==> src/rtl/alu_mgr_pkg.sv <==
package alu_mgr_pkg;

   typedef enum logic [1:0] {
      PH_IDLE  = 2'd0,
      PH_READ  = 2'd1,
      PH_EXEC  = 2'd2,
      PH_WRITE = 2'd3
   } mgr_phase_t;

   typedef struct packed {
      logic inv_a;
      logic zero_a;
      logic imm_ok;
   } opnd_mod_t;

endpackage

==> src/rtl/mgr_rd_port.sv <==
module mgr_rd_port #(
   parameter int DATA_W = 16
) (
   input  logic              clk,
   input  logic              rst_n,
   input  logic              accept_i,
   input  logic              need_i,
   input  logic              go_i,
   input  logic [DATA_W-1:0] src_i,
   output logic              rel_o,
   output logic [DATA_W-1:0] raw_o
);
   logic              pend_q;
   logic [DATA_W-1:0] val_q;
   logic              fire;

   assign fire  = pend_q & go_i;
   assign rel_o = pend_q;
   assign raw_o = fire ? src_i : val_q;

   always_ff @(posedge clk or negedge rst_n) begin
      if (!rst_n) begin
         pend_q <= 1'b0;
         val_q  <= '0;
      end else if (accept_i) begin
         pend_q <= need_i;
         val_q  <= '0;
      end else if (fire) begin
         pend_q <= 1'b0;
         val_q  <= src_i;
      end
   end
endmodule

==> src/rtl/mgr_wr_port.sv <==
module mgr_wr_port #(
   parameter int DATA_W = 16
) (
   input  logic              clk,
   input  logic              rst_n,
   input  logic              cap_i,
   input  logic [DATA_W-1:0] res_i,
   input  logic              go_i,
   output logic              rel_o,
   output logic              done_o,
   output logic [DATA_W-1:0] res_o
);
   logic              rel_q;
   logic [DATA_W-1:0] res_q;

   assign rel_o  = rel_q;
   assign done_o = rel_q & go_i;
   assign res_o  = res_q;

   always_ff @(posedge clk or negedge rst_n) begin
      if (!rst_n) begin
         rel_q <= 1'b0;
         res_q <= '0;
      end else if (cap_i) begin
         rel_q <= 1'b1;
         res_q <= res_i;
      end else if (done_o) begin
         rel_q <= 1'b0;
      end
   end
endmodule

==> src/rtl/mgr_alu_model.sv <==
module mgr_alu_model #(
   parameter int DATA_W  = 16,
   parameter int OP_W    = 4,
   parameter int OPC_ADD = 1,
   parameter int ADD_LAT = 3
) (
   input  logic              clk,
   input  logic              rst_n,
   input  logic              start_i,
   input  logic [OP_W-1:0]   op_i,
   input  logic [DATA_W-1:0] a_i,
   input  logic [DATA_W-1:0] b_i,
   output logic              valid_o,
   output logic [DATA_W-1:0] res_o
);
   logic is_add;
   assign is_add = (op_i == OPC_ADD[OP_W-1:0]);

   generate
      if (ADD_LAT == 0) begin : g_comb_add
         assign valid_o = start_i;
         assign res_o   = is_add ? (a_i + b_i) : (a_i - b_i);
      end else begin : g_seq_add
         localparam int CW = $clog2(ADD_LAT + 1);
         logic [CW-1:0]     cnt_q;
         logic [DATA_W-1:0] sum_q;

         always_ff @(posedge clk or negedge rst_n) begin
            if (!rst_n) begin
               cnt_q <= '0;
               sum_q <= '0;
            end else if (start_i && is_add) begin
               cnt_q <= CW'(ADD_LAT);
               sum_q <= a_i + b_i;
            end else if (cnt_q != '0) begin
               cnt_q <= cnt_q - 1'b1;
            end
         end

         assign valid_o = (start_i && !is_add) || (cnt_q == CW'(1));
         assign res_o   = (cnt_q != '0) ? sum_q : (a_i - b_i);
      end
   endgenerate
endmodule

==> src/rtl/alu_opnd_mgr.sv <==
module alu_opnd_mgr
   import alu_mgr_pkg::*;
#(
   parameter int DATA_W  = 16,
   parameter int OP_W    = 4,
   parameter int N_SRC   = 2,
   parameter int OPC_ADD = 1,
   parameter int ADD_LAT = 3
) (
   input  logic                          clk,
   input  logic                          rst_n,
   input  logic                          issue_i,
   input  logic [OP_W-1:0]               op_i,
   input  logic                          inv_a_i,
   input  logic                          zero_a_i,
   input  logic                          imm_ok_i,
   input  logic [DATA_W-1:0]             imm_i,
   input  logic [N_SRC-1:0]              rd_mask_i,
   output logic [N_SRC-1:0]              rd_rel_o,
   input  logic [N_SRC-1:0]              rd_go_i,
   input  logic [N_SRC-1:0][DATA_W-1:0]  src_i,
   output logic [N_SRC-1:0][DATA_W-1:0]  alu_opnd_o,
   output logic                          busy_o,
   output logic                          wr_rel_o,
   input  logic                          wr_go_i,
   output logic [DATA_W-1:0]             result_o
);
   localparam int PORT_A = 0;
   localparam int PORT_B = 1;

   if (DATA_W < 2) begin : g_bad_width
      $error("alu_opnd_mgr: DATA_W must be at least 2");
   end
   if (N_SRC < 2) begin : g_bad_ports
      $error("alu_opnd_mgr: N_SRC must be at least 2");
   end
   if (OPC_ADD >= (1 << OP_W)) begin : g_bad_opc
      $error("alu_opnd_mgr: OPC_ADD does not fit OP_W");
   end

   mgr_phase_t              phase_q, phase_d;
   opnd_mod_t               mod_q;
   logic [OP_W-1:0]         op_q;
   logic [DATA_W-1:0]       imm_q;
   logic                    accept;
   logic [N_SRC-1:0]        need;
   logic [N_SRC-1:0]        pend;
   logic [N_SRC-1:0][DATA_W-1:0] raw;
   logic                    all_read;
   logic                    alu_start;
   logic                    alu_valid;
   logic [DATA_W-1:0]       alu_res;
   logic                    cap;
   logic                    wr_done;

   assign accept   = issue_i && (phase_q == PH_IDLE);
   assign busy_o   = (phase_q != PH_IDLE);
   assign rd_rel_o = pend;
   assign all_read = (pend == '0);

   always_ff @(posedge clk or negedge rst_n) begin
      if (!rst_n) begin
         mod_q <= '0;
         op_q  <= '0;
         imm_q <= '0;
      end else if (accept) begin
         mod_q <= '{inv_a: inv_a_i, zero_a: zero_a_i, imm_ok: imm_ok_i};
         op_q  <= op_i;
         imm_q <= imm_i;
      end
   end

   for (genvar gi = 0; gi < N_SRC; gi++) begin : g_port
      if (gi == PORT_A) begin : g_need_a
         assign need[gi] = !(rd_mask_i[gi] || zero_a_i);
         logic [DATA_W-1:0] zeroed;
         assign zeroed         = mod_q.zero_a ? '0 : raw[gi];
         assign alu_opnd_o[gi] = mod_q.inv_a ? ~zeroed : zeroed;
      end else if (gi == PORT_B) begin : g_need_b
         assign need[gi]       = !(rd_mask_i[gi] || imm_ok_i);
         assign alu_opnd_o[gi] = mod_q.imm_ok ? imm_q : raw[gi];
      end else begin : g_need_x
         assign need[gi]       = !rd_mask_i[gi];
         assign alu_opnd_o[gi] = raw[gi];
      end

      mgr_rd_port #(.DATA_W(DATA_W)) u_rd (
         .clk      (clk),
         .rst_n    (rst_n),
         .accept_i (accept),
         .need_i   (need[gi]),
         .go_i     (rd_go_i[gi]),
         .src_i    (src_i[gi]),
         .rel_o    (pend[gi]),
         .raw_o    (raw[gi])
      );
   end

   assign alu_start = (phase_q == PH_READ) && all_read;
   assign cap       = ((phase_q == PH_READ) && all_read && alu_valid)
                   || ((phase_q == PH_EXEC) && alu_valid);

   mgr_alu_model #(
      .DATA_W  (DATA_W),
      .OP_W    (OP_W),
      .OPC_ADD (OPC_ADD),
      .ADD_LAT (ADD_LAT)
   ) u_alu (
      .clk     (clk),
      .rst_n   (rst_n),
      .start_i (alu_start),
      .op_i    (op_q),
      .a_i     (alu_opnd_o[PORT_A]),
      .b_i     (alu_opnd_o[PORT_B]),
      .valid_o (alu_valid),
      .res_o   (alu_res)
   );

   mgr_wr_port #(.DATA_W(DATA_W)) u_wr (
      .clk    (clk),
      .rst_n  (rst_n),
      .cap_i  (cap),
      .res_i  (alu_res),
      .go_i   (wr_go_i),
      .rel_o  (wr_rel_o),
      .done_o (wr_done),
      .res_o  (result_o)
   );

   always_comb begin
      phase_d = phase_q;
      unique case (phase_q)
         PH_IDLE:  if (accept) phase_d = PH_READ;
         PH_READ:  if (all_read) phase_d = alu_valid ? PH_WRITE : PH_EXEC;
         PH_EXEC:  if (alu_valid) phase_d = PH_WRITE;
         PH_WRITE: if (wr_done) phase_d = PH_IDLE;
         default:  phase_d = PH_IDLE;
      endcase
   end

   always_ff @(posedge clk or negedge rst_n) begin
      if (!rst_n) phase_q <= PH_IDLE;
      else        phase_q <= phase_d;
   end
endmodule

==> config.mk <==
export PLATFORM = sky130hd
export DESIGN_NAME = alu_opnd_mgr
export DESIGN_NICKNAME = d
export VERILOG_FILES = /design/src/rtl/alu_mgr_pkg.sv /design/src/rtl/mgr_rd_port.sv /design/src/rtl/mgr_wr_port.sv /design/src/rtl/mgr_alu_model.sv /design/src/rtl/alu_opnd_mgr.sv
export SDC_FILE = /design/constraint.sdc
export NUM_CORES = 1
export LEC_CHECK = 0
export ABC_AREA = 1
export BUFFER_PORTS_ARGS = -buffer_cell sky130_fd_sc_hd__buf_2
export CAP_MARGIN = 20
export CELL_PAD_IN_SITES_DETAIL_PLACEMENT = 0
export CELL_PAD_IN_SITES_GLOBAL_PLACEMENT = 1
export CORE_MARGIN = 2
export CORE_UTILIZATION = 41
export CTS_CLUSTER_DIAMETER = 200
export DETAILED_ROUTE_END_ITERATION = 8
export GPL_TIMING_DRIVEN = 0
export PLACE_DENSITY_LB_ADDON = 0.1
export SLEW_MARGIN = 15
export SYNTH_ARGS = -nofsm -noshare
export SYNTH_HDL_FRONTEND = slang
export SYNTH_SLANG_ARGS = --single-unit
==> constraint.sdc <==
create_clock -name clk -period 3.77 [get_ports clk]
set_input_delay 0.754 -clock clk [delete_from_list [all_inputs] [get_ports clk]]
set_output_delay 0.754 -clock clk [all_outputs]
set_load 0.05 [all_outputs]
* After elaboration in Yosys (flattened, before gate mapping)
Index checks and enable logic that the tools add are counted.
** Storage, ports and cells
- Flip-flop bits (word level) :: 94
- Output and inout port bits :: 52
- Word-level logic and storage cells :: 74
** Operators by class
- Add/sub/neg operators :: 3
- Equal/unequal tests :: 9
- Mux-type cells :: 22
- Bitwise gates (word level) :: 4
- Reduce and logical (&&, ||, !) cells :: 22
** Operator list (number)
- 2-to-1 mux 16 bit :: 8
- adder 16 bit :: 1
- NOT 16 bit :: 1
- subtractor 16 bit :: 1
- 2-to-1 mux 2 bit :: 6
- nonzero test 2 bit :: 6
- one-hot mux 2 bit (4 select lines) :: 1
- 2-to-1 mux 1 bit :: 7
- logical AND 1 bit :: 6
- inequality test 2 bit, second input constant :: 3
- equality test 2 x 1 -> 1 bit, second input constant :: 2
- equality test 2 bit, second input constant :: 2
- equality test 4 x 1 -> 1 bit, second input constant :: 1
- logical NOT 2 bit :: 2
- logical OR 1 bit :: 4
- AND reduction 4 bit :: 1
- AND 1 bit :: 3
- logical NOT 1 bit :: 3
- inequality test 2 x 1 -> 1 bit, second input constant :: 1
- subtractor 2 x 1 -> 2 bit, second input constant :: 1

* Depth between registers and ports, before layout
Gate-level depths: netlist (run 1).
- Depth after elaboration :: 7
- Mapped depth :: 21
- Mapped depth without buffers :: 20

* Cells and area by module
A second synthesis (run 1) with hierarchy kept.
** Second synthesis, totals
- Cells, all modules :: 1022
- Area total of the unflattened synthesis :: 7138.1 um^2
** By module, submodules not included
- mgr_alu_model :: instances 1, cells each 476, area an instance 2761.4 um^2
- mgr_rd_port :: instances 2, cells each 141, area an instance 1056.0 um^2
- alu_opnd_mgr :: instances 1, cells each 190, area an instance 1581.5 um^2
- mgr_wr_port :: instances 1, cells each 74, area an instance 683.2 um^2

* Worst setup path after synthesis (run 1)
OpenSTA, ideal clock, no wires.
- Path kind :: input port to flip-flop
- From :: input port rd_go_i[1]
- To :: register u_wr.res_q[12] (netlist: u_wr.res_o[12])
- Arrival time :: 3.914 ns
- Required time :: 3.652 ns
- Setup slack :: -0.261 ns
- Cell stages on the path :: 19
- Cell sequence :: nand2_4 > buf_2 > mux2i_1 > o21ai_0 > ha_1 > fa_1 > nor2_1 > nor2_1 > o21ai_0 > nand2_1 > nand3_1 > nand2_1 > nand3_1 > nand2_1 > nand2_1 > nand2_1 > nand3_1 > nand2_1 > nand2_1
** RTL lines
- start, declared :: line alu_opnd_mgr.sv:20 : input logic [N_SRC-1:0] rd_go_i,
- end signal, assigned :: line mgr_wr_port.sv:26 : res_q <= res_i;
- end, declared :: line mgr_wr_port.sv:14 : logic [DATA_W-1:0] res_q;

* Final worst setup path (run 1)
- From :: register g_port[1].u_rd.pend_q
- To :: register u_wr.res_q[12] (netlist: u_wr.res_o[12])
** On the way
- Cells in the longest elaborated chain, start to end :: 6
** Ends and longest elaborated chain
- start, declared :: line mgr_rd_port.sv:13 : logic pend_q;
- start signal, assigned :: line mgr_rd_port.sv:26 : pend_q <= need_i;
- parallel branches: the longest is 6 deep, another holds subtractor 16 bit
Several ways; the timed one is not identified.
A chain may end at the register's enable or synchronous reset.

==> results_dict.tcl, run 1 <==
set metrics [dict create \
    status "complete, no violations" \
    drc 0 \
    grt_pass1_wl_mm 28.2 \
    dieHeight_um 126 \
    grt_antenna_before_repair 0 \
    numPlacedInstances 1119 \
    critPathArrivalTime_ns 3.68 \
    synth_enable_flop_cells 0 \
    drt_iter0_drc 303 \
    rsz0062_at_grt "no" \
    crit_path_max_fanout 10 \
    flow.area_growth_from_synthesis_pct 18.7 \
    setup_violations 0 \
    worstSetupPathType "reg2reg" \
    dp_slack_ns -0.245 \
    async_reset_ff_share_pct 100 \
    achievable-frequency_ghz 0.291 \
    route.vias.total 5527 \
    maxCapViolations 0 \
    cpMostUsedCell "sky130_fd_sc_hd__nand2_1" \
    worstPathRequired_ns 4.02 \
    final_cell_count_no_fill 1134 \
    most-common-layout-cells "sky130_fd_sc_hd__nand2_1 (239), sky130_fd_sc_hd__buf_2 (120), sky130_fd_sc_hd__dfrtp_1 (94)" \
    fin_worst_skew_ns 0.0103 \
    drv_slew 0 \
    routabilityCongestion 0.869 \
    post-dp-hpwl_mm 13.9 \
    port_buffers 114 \
    synthesis.nets 921 \
    first_global_vias 5410 \
    area_of_the_die_um2 15800 \
    critical_path.max_stage_delay_ns 0.48 \
    clk_pin_slew_worst_paths_ns 0.07 \
    post-cts-setup-buffers 0 \
    rows 44 \
    crit_path_end_kind "flip-flop" \
    worst-slew-pin-transition_ns 0.825 \
    finalHoldWorstSlack_ns 0.281 \
    wirelength_mm 17.3 \
    ys_ff_latch 94 \
    syn_area_per_cell_um2 7.39 \
    postSynth.topFlopCell "sky130_fd_sc_hd__dfrtp_1" \
    initial_core_util_pct 41.9 \
    finalWorstPathRequiredPeriod_ns 3.43 \
    routed_wire_length_per_instance_um 15.2 \
    powerDensity_nw_per_um2 273 \
    layout-drive-gt1-share_pct 18.5 \
    slew_headroom_pct 45.0 \
    layout.nets 1046 \
    multi_input_comb_area_um2 3200 \
    clkLatencyLatePin_ns 0.35 \
    drt-vias-per-instance 4.87 \
    total_leakage_power_uw 0.00396 \
    post_synthesis_cell_type_count 42 \
    final_report_hold_violation_count 0 \
    seq_area_frac_synth_pct 38.8 \
    hold_class "in2async" \
    grt_remaining_overflow 0 \
    ordered_list_of_cells_on_the_worst_path "nand2_4 -> buf_4 -> mux2i_1 -> o21ai_1 -> ha_1 -> fa_1 -> nor2_1 -> nor2_1 -> o21ai_1 -> nand2_1 -> nand3_1 -> nand2_1 -> nand3_1 -> nand2_1 -> nand3_1 -> nand3_1 -> nand2_1 -> nand2_1" \
    die_w_um 126 \
    tritoncts.num_buffers 9 \
    synthesis.area_um2 6060 \
    antennaDiodeCount 0 \
    tritoncts_num_sinks 94 \
    clk_root_buffer_cell "sky130_fd_sc_hd__clkbuf_16" \
    layout.filler_cells 1502 \
    placeableCoreArea_um2 14500 \
    leading_cell_type_in_the_layout_fill_and_taps_excluded "sky130_fd_sc_hd__nand2_1" \
    worstSetupStartpointType "flip-flop" \
    detail-route-antenna-nets 0 \
    ctsHoldBuffers 0 \
    cts-htree-levels 3 \
    ios 115 \
    regArea_um2 2350 \
    syn_inst 820 \
    clk_path_buf_depth 2 \
    global_route_usage_over_all_layers_pct 22.6 \
    dr.pass1.iters 5 \
    postCtsResizedCells 0 \
    register_to_register_setup_slack_ns 0.34 \
    fin_tns_setup_ns 0 \
    layout_setup_ws_ns 0.337 \
    synth.yosys.warnings 0 \
    power.ir.vdd_worst_uv 189 \
    clock_tree_from_tritoncts "built" \
    pin_count_of_the_biggest_net_entering_global_routing 64 \
    timing.final.crit_share_pct 91.1 \
    cell_with_the_largest_stage_delay_on_the_worst_path "sky130_fd_sc_hd__dfrtp_1" \
]
[final cells by class]
class | instances | share of cell area (%)
Tap cell | 184 | 3.20
Timing Repair Buffer | 115 | 8.40
Clock inverter | 5 | 0.574
Sequential cell | 94 | 32.7
Inverter | 100 | 5.22
Buffer | 30 | 2.14
Clock buffer | 11 | 3.37
Multi-Input combinational cell | 595 | 44.4
[sequential cells by signal, indices dropped and copies added (netlist names)]
name / count
phase_q: 2
u_alu.g_seq_add.sum_q: 16
mod_q: 3
u_wr.res_o: 16
u_wr.rel_o: 1
g_port.u_rd.val_q: 32
imm_q: 16
op_q: 4
u_alu.g_seq_add.cnt_q: 2
g_port.u_rd.rel_o: 2
[final timing paths]
| path | startpoint | to | cells after the start |
|---|---|---|---|
| worst max register to register | g_port[1].u_rd.rel_o | u_wr.res_o[12] | 18 |
| max in group asynchronous | rst_n | g_port[0].u_rd.val_q[3] | 2 |
| worst min-delay path | rst_n | u_wr.res_o[3] | 1 |
| min in group clk | u_alu.g_seq_add.sum_q[1] | u_alu.g_seq_add.sum_q[1] | 2 |
| worst min register to register | u_alu.g_seq_add.sum_q[1] | u_alu.g_seq_add.sum_q[1] | 2 |
| worst max-delay path | g_port[1].u_rd.rel_o | u_wr.res_o[12] | 18 |
[cells in the mapped netlist, types with 3 or more instances]
cell type,count,share of area [%]
sky130_fd_sc_hd__xnor2_1,4,0.58
sky130_fd_sc_hd__o21a_1,5,0.62
sky130_fd_sc_hd__dfrtp_1,94,39
sky130_fd_sc_hd__nand2_2,11,1.1
sky130_fd_sc_hd__buf_1,3,0.19
sky130_fd_sc_hd__xor2_1,21,3.0
sky130_fd_sc_hd__a21oi_1,35,2.9
sky130_fd_sc_hd__mux2i_1,13,2.1
sky130_fd_sc_hd__nand3_2,3,0.50
sky130_fd_sc_hd__buf_4,3,0.37
sky130_fd_sc_hd__buf_2,8,0.66
sky130_fd_sc_hd__nor3_1,6,0.50
sky130_fd_sc_hd__ha_1,36,7.4
sky130_fd_sc_hd__inv_1,93,5.8
sky130_fd_sc_hd__inv_2,5,0.31
sky130_fd_sc_hd__clkbuf_1,15,0.93
sky130_fd_sc_hd__nand3_1,44,3.6
sky130_fd_sc_hd__nand4_1,3,0.31
sky130_fd_sc_hd__nand2_1,239,15
sky130_fd_sc_hd__o21ai_0,58,4.8
sky130_fd_sc_hd__nor2_1,81,5.0
sky130_fd_sc_hd__o21ai_1,9,0.74
sky130_fd_sc_hd__a31oi_1,4,0.41
[per-stage QoR]
step / total power (uW) / instance area (um^2) / util (%)
2_1_floorplan: 1030 / 6080 / -
3_3_place_gp: 1090 / 6880 / 47.5
3_5_place_dp: 1090 / 6910 / 47.7
4_1_cts: 1980 / 7200 / 49.7
5_1_grt: 2030 / 7200 / 49.7
6_report: 1960 / 7200 / 49.7
[routing by layer]
layer | up-vias | track usage [%] | part of all wire, %
met2 | 118 | 38.0 | 47
met4 | 0 | 6.86 | 1.8
met3 | 16 | 3.55 | 4.1
met1 | 2565 | 30.2 | 47
met5 | - | 0 | 0
li1 | 2828 | - | -
[critical path: cells and delay by family, from the launching register on]
kind | cells | cell delay [ns]
AOI/OAI and AO/OA | 2 | 0.43
adders and majority gates | 2 | 0.66
buffers and inverters | 1 | 0.25
DFF | 1 | 0.48
muxes | 1 | 0.25
and+or+nand+nor | 12 | 1.24
[power breakdown]
| group | leakage [uW] | switching (uW) | internal, uW |
|---|---|---|---|
| sequential | 0.00113 | 0.0000000000000385 | 1010 |
| combinational | 0.00270 | 34.7 | 27.4 |
| clock | 0.000133 | 421 | 472 |
[cells by family (layout without fill, tap and decap cells)]
kind of cell / after synthesis / after routing / synth area share [%]
mux: 13 / 13 / 2.15
xor+xnor: 27 / 27 / 4.33
simple gates: 396 / 396 / 27.1
buf+inv: 131 / 261 / 8.71
flops: 94 / 94 / 38.8
compound gates: 121 / 121 / 10.8
fa+ha+maj: 38 / 38 / 8.09
Note: power is estimated with default switching activity, not from simulation.
==> run 2, diff against run 1 <==
Settings changed: PLACE_DENSITY from default to 0.79, PLACE_DENSITY_LB_ADDON 0.1 to default, SYNTH_HIERARCHICAL from default to 1.
==> run 2 against run 1 <==
- sequential cell count unchanged
- highest routed layer unchanged
- hold slack got worse by 0.016 ns
- largest cell class unchanged
- critical path depth increased by 1
- global-route usage decreased by 0.081 points
- worst setup slack improved by 0.39 ns
- final cell count increased by 21%
- wire length increased by 14%
- die area increased by 17%
- first-iteration DRC count decreased by 7.6%
==> results_dict.tcl, run 2 <==
set metrics [dict create \
    status "complete, no violations" \
    dieHeight_um 136 \
    achievable-frequency_ghz 0.328 \
    route.vias.total 6284 \
    grt_remaining_overflow 0 \
    placeableCoreArea_um2 17200 \
    grt_pass1_wl_mm 31.9 \
    synth.yosys.warnings 6 \
    max_ffs_per_register 32 \
    syn_area_per_cell_um2 6.98 \
    ios 115 \
    fin_worst_skew_ns 0.00810 \
    critical_path.endpoint "u_wr/res_o[10]" \
    most_common_cell_in_the_synthesized_netlist "sky130_fd_sc_hd__nand2_1" \
    global_route_usage_over_all_layers_pct 22.5 \
    clk_root_buffer_cell "sky130_fd_sc_hd__clkbuf_16" \
    worstPathRequired_ns 4.01 \
    routed_wire_length_per_instance_um 14.3 \
    drt_iter0_drc 280 \
    detail-route-antenna-nets 0 \
    worst_reg2reg_endpoint "u_wr/res_o[10]" \
    postCtsResizedCells 0 \
    setup_violations 0 \
    crit_path_max_fanout 9 \
    clk_pin_slew_worst_paths_ns 0.07 \
    register_to_register_setup_slack_ns 0.72 \
    tritoncts.num_buffers 9 \
    clkLatencyLatePin_ns 0.35 \
    maxCapViolations 0 \
    syn_inst 1022 \
    clock_tree_from_tritoncts "built" \
    post_synthesis_cell_type_count 40 \
    seq_area_frac_synth_pct 33.0 \
    drc 0 \
    postSynth.topFlopCell "sky130_fd_sc_hd__dfrtp_1" \
    async_reset_ff_share_pct 100 \
    post-cts-setup-buffers 0 \
    cts-htree-levels 3 \
    register_to_register_path_depth 19 \
    post-dp-hpwl_mm 15.5 \
    synth_largest_type_area_fraction_pct 33.0 \
    port_buffers 112 \
    synthesis.nets 1124 \
    ctsHoldBuffers 0 \
    synth_common_cells "sky130_fd_sc_hd__nand2_1 (338), sky130_fd_sc_hd__inv_1 (185), sky130_fd_sc_hd__dfrtp_1 (94)" \
    routabilityCongestion 0.920 \
    dr.pass1.iters 5 \
    tritoncts_num_sinks 94 \
    slew_headroom_pct 57.2 \
    critPathArrivalTime_ns 3.29 \
    hold_class "in2async" \
    wirelength_mm 19.6 \
    rsz0062_at_grt "no" \
    clk_path_buf_depth 2 \
    worstSetupPathType "reg2reg" \
    leading_cell_type_in_the_layout_fill_and_taps_excluded "sky130_fd_sc_hd__nand2_1" \
    flow.area_growth_from_synthesis_pct 16.2 \
    top_register "g_port.u_rd/val_q" \
    drt-vias-per-instance 4.57 \
    area_of_the_die_um2 18500 \
    ys_ff_latch 94 \
    most-common-layout-cells "sky130_fd_sc_hd__nand2_1 (338), sky130_fd_sc_hd__inv_1 (185), sky130_fd_sc_hd__buf_2 (125)" \
    yosys-top-cells-area "sky130_fd_sc_hd__dfrtp_1 (33%), sky130_fd_sc_hd__nand2_1 (18%), sky130_fd_sc_hd__inv_1 (9.7%)" \
    final_report_hold_violation_count 0 \
    pin_count_of_the_biggest_net_entering_global_routing 66 \
    crit_path_end_kind "flip-flop" \
    worst-slew-pin-transition_ns 0.643 \
    antennaDiodeCount 0 \
    worstSetupStartpointType "flip-flop" \
    synth_enable_flop_cells 0 \
    layout-drive-gt1-share_pct 24.2 \
    drv_slew 0 \
    worst_r2r_startpoint "g_port[0].u_rd/rel_o" \
    finalWorstPathRequiredPeriod_ns 3.05 \
    grt_antenna_before_repair 0 \
    yosys.area.top_type "sky130_fd_sc_hd__dfrtp_1" \
    rows 48 \
    first_global_vias 6141 \
    timing.final.crit_share_pct 80.8 \
    fin_tns_setup_ns 0 \
    synthesis.area_um2 7140 \
    worstSetupStartpoint "g_port[0].u_rd/rel_o" \
    initial_core_util_pct 41.6 \
    die_w_um 136 \
    layout.nets 1248 \
    finalHoldWorstSlack_ns 0.265 \
]
run 2: worst max-delay path, cell delays in order, from the launching register on:
cell and delay, ns:
sky130_fd_sc_hd__dfrtp_1 0.44, sky130_fd_sc_hd__buf_6 0.17, sky130_fd_sc_hd__nand2_8 0.09, sky130_fd_sc_hd__nand2_1 0.05
sky130_fd_sc_hd__nand2_1 0.09, sky130_fd_sc_hd__inv_1 0.04, sky130_fd_sc_hd__nand2_1 0.07, sky130_fd_sc_hd__xor2_1 0.50
sky130_fd_sc_hd__inv_1 0.14, sky130_fd_sc_hd__fa_1 0.46, sky130_fd_sc_hd__inv_1 0.11, sky130_fd_sc_hd__nand4_1 0.09
sky130_fd_sc_hd__nand2_1 0.19, sky130_fd_sc_hd__nand2_1 0.10, sky130_fd_sc_hd__nand2_1 0.07, sky130_fd_sc_hd__nand2_1 0.04
sky130_fd_sc_hd__nand3_1 0.07, sky130_fd_sc_hd__nand2_1 0.08, sky130_fd_sc_hd__nand2_1 0.07, sky130_fd_sc_hd__nand2_1 0.05
run 2: worst min-delay path by stage:
stage / end / slack [ns]
4_1_cts: g_port[0].u_rd/val_q[7] / 0.27
3_5_place_dp: u_wr/res_o[13] / 0.45
5_1_grt: g_port[0].u_rd/val_q[7] / 0.28
2_1_floorplan: u_alu/g_seq_add.sum_q[1] / 0.44
6_report: g_port[0].u_rd/val_q[7] / 0.26
3_3_place_gp: u_wr/res_o[3] / 0.45
run 2: area by class of cell:
type                       count  area, um^2
fill                        1819        8880
multi-input combinational    689        3700
sequential                    94        2350
inverter                     201         762
timing repair buffer         113         594
buffer                        38         320
tap                          225         282
clock buffer                  11         253
clock inverter                 5        31.3
run 2: cell families after synthesis:
| family | synth area share [%] |
|---|---|
| AND/OR/NAND/NOR | 34.7 |
| buffers and inverters | 15.2 |
| flip-flops | 33.0 |
| AO/OA/AOI/OAI | 4.31 |
| adder cells (fa/ha/maj) | 7.05 |
| XOR/XNOR | 2.82 |
| multiplexers | 3.00 |
run 2: per-stage QoR:
step	area (um^2)	instances	setup slack, ns	util (%)
3_5_place_dp	8010	1360	0.440	46.7
3_3_place_gp	7980	1359	0.417	46.5
6_report	8300	1376	0.723	48.3
4_1_cts	8300	1376	0.672	48.3
2_1_floorplan	7140	1022	0.236	-
5_1_grt	8300	1376	0.478	48.3
run 2: metal layers:
| layer | wire [um] | track usage (%) |
|---|---|---|
| met1 | 9640 | 31.4 |
| met2 | 8780 | 35.9 |
| met3 | 682 | 2.57 |
| met4 | 522 | 8.74 |
| met5 | 0 | 0 |
Power of run 2 is not shown: default switching activity piles up to over one toggle a cycle in this logic, so the estimate is an artifact.
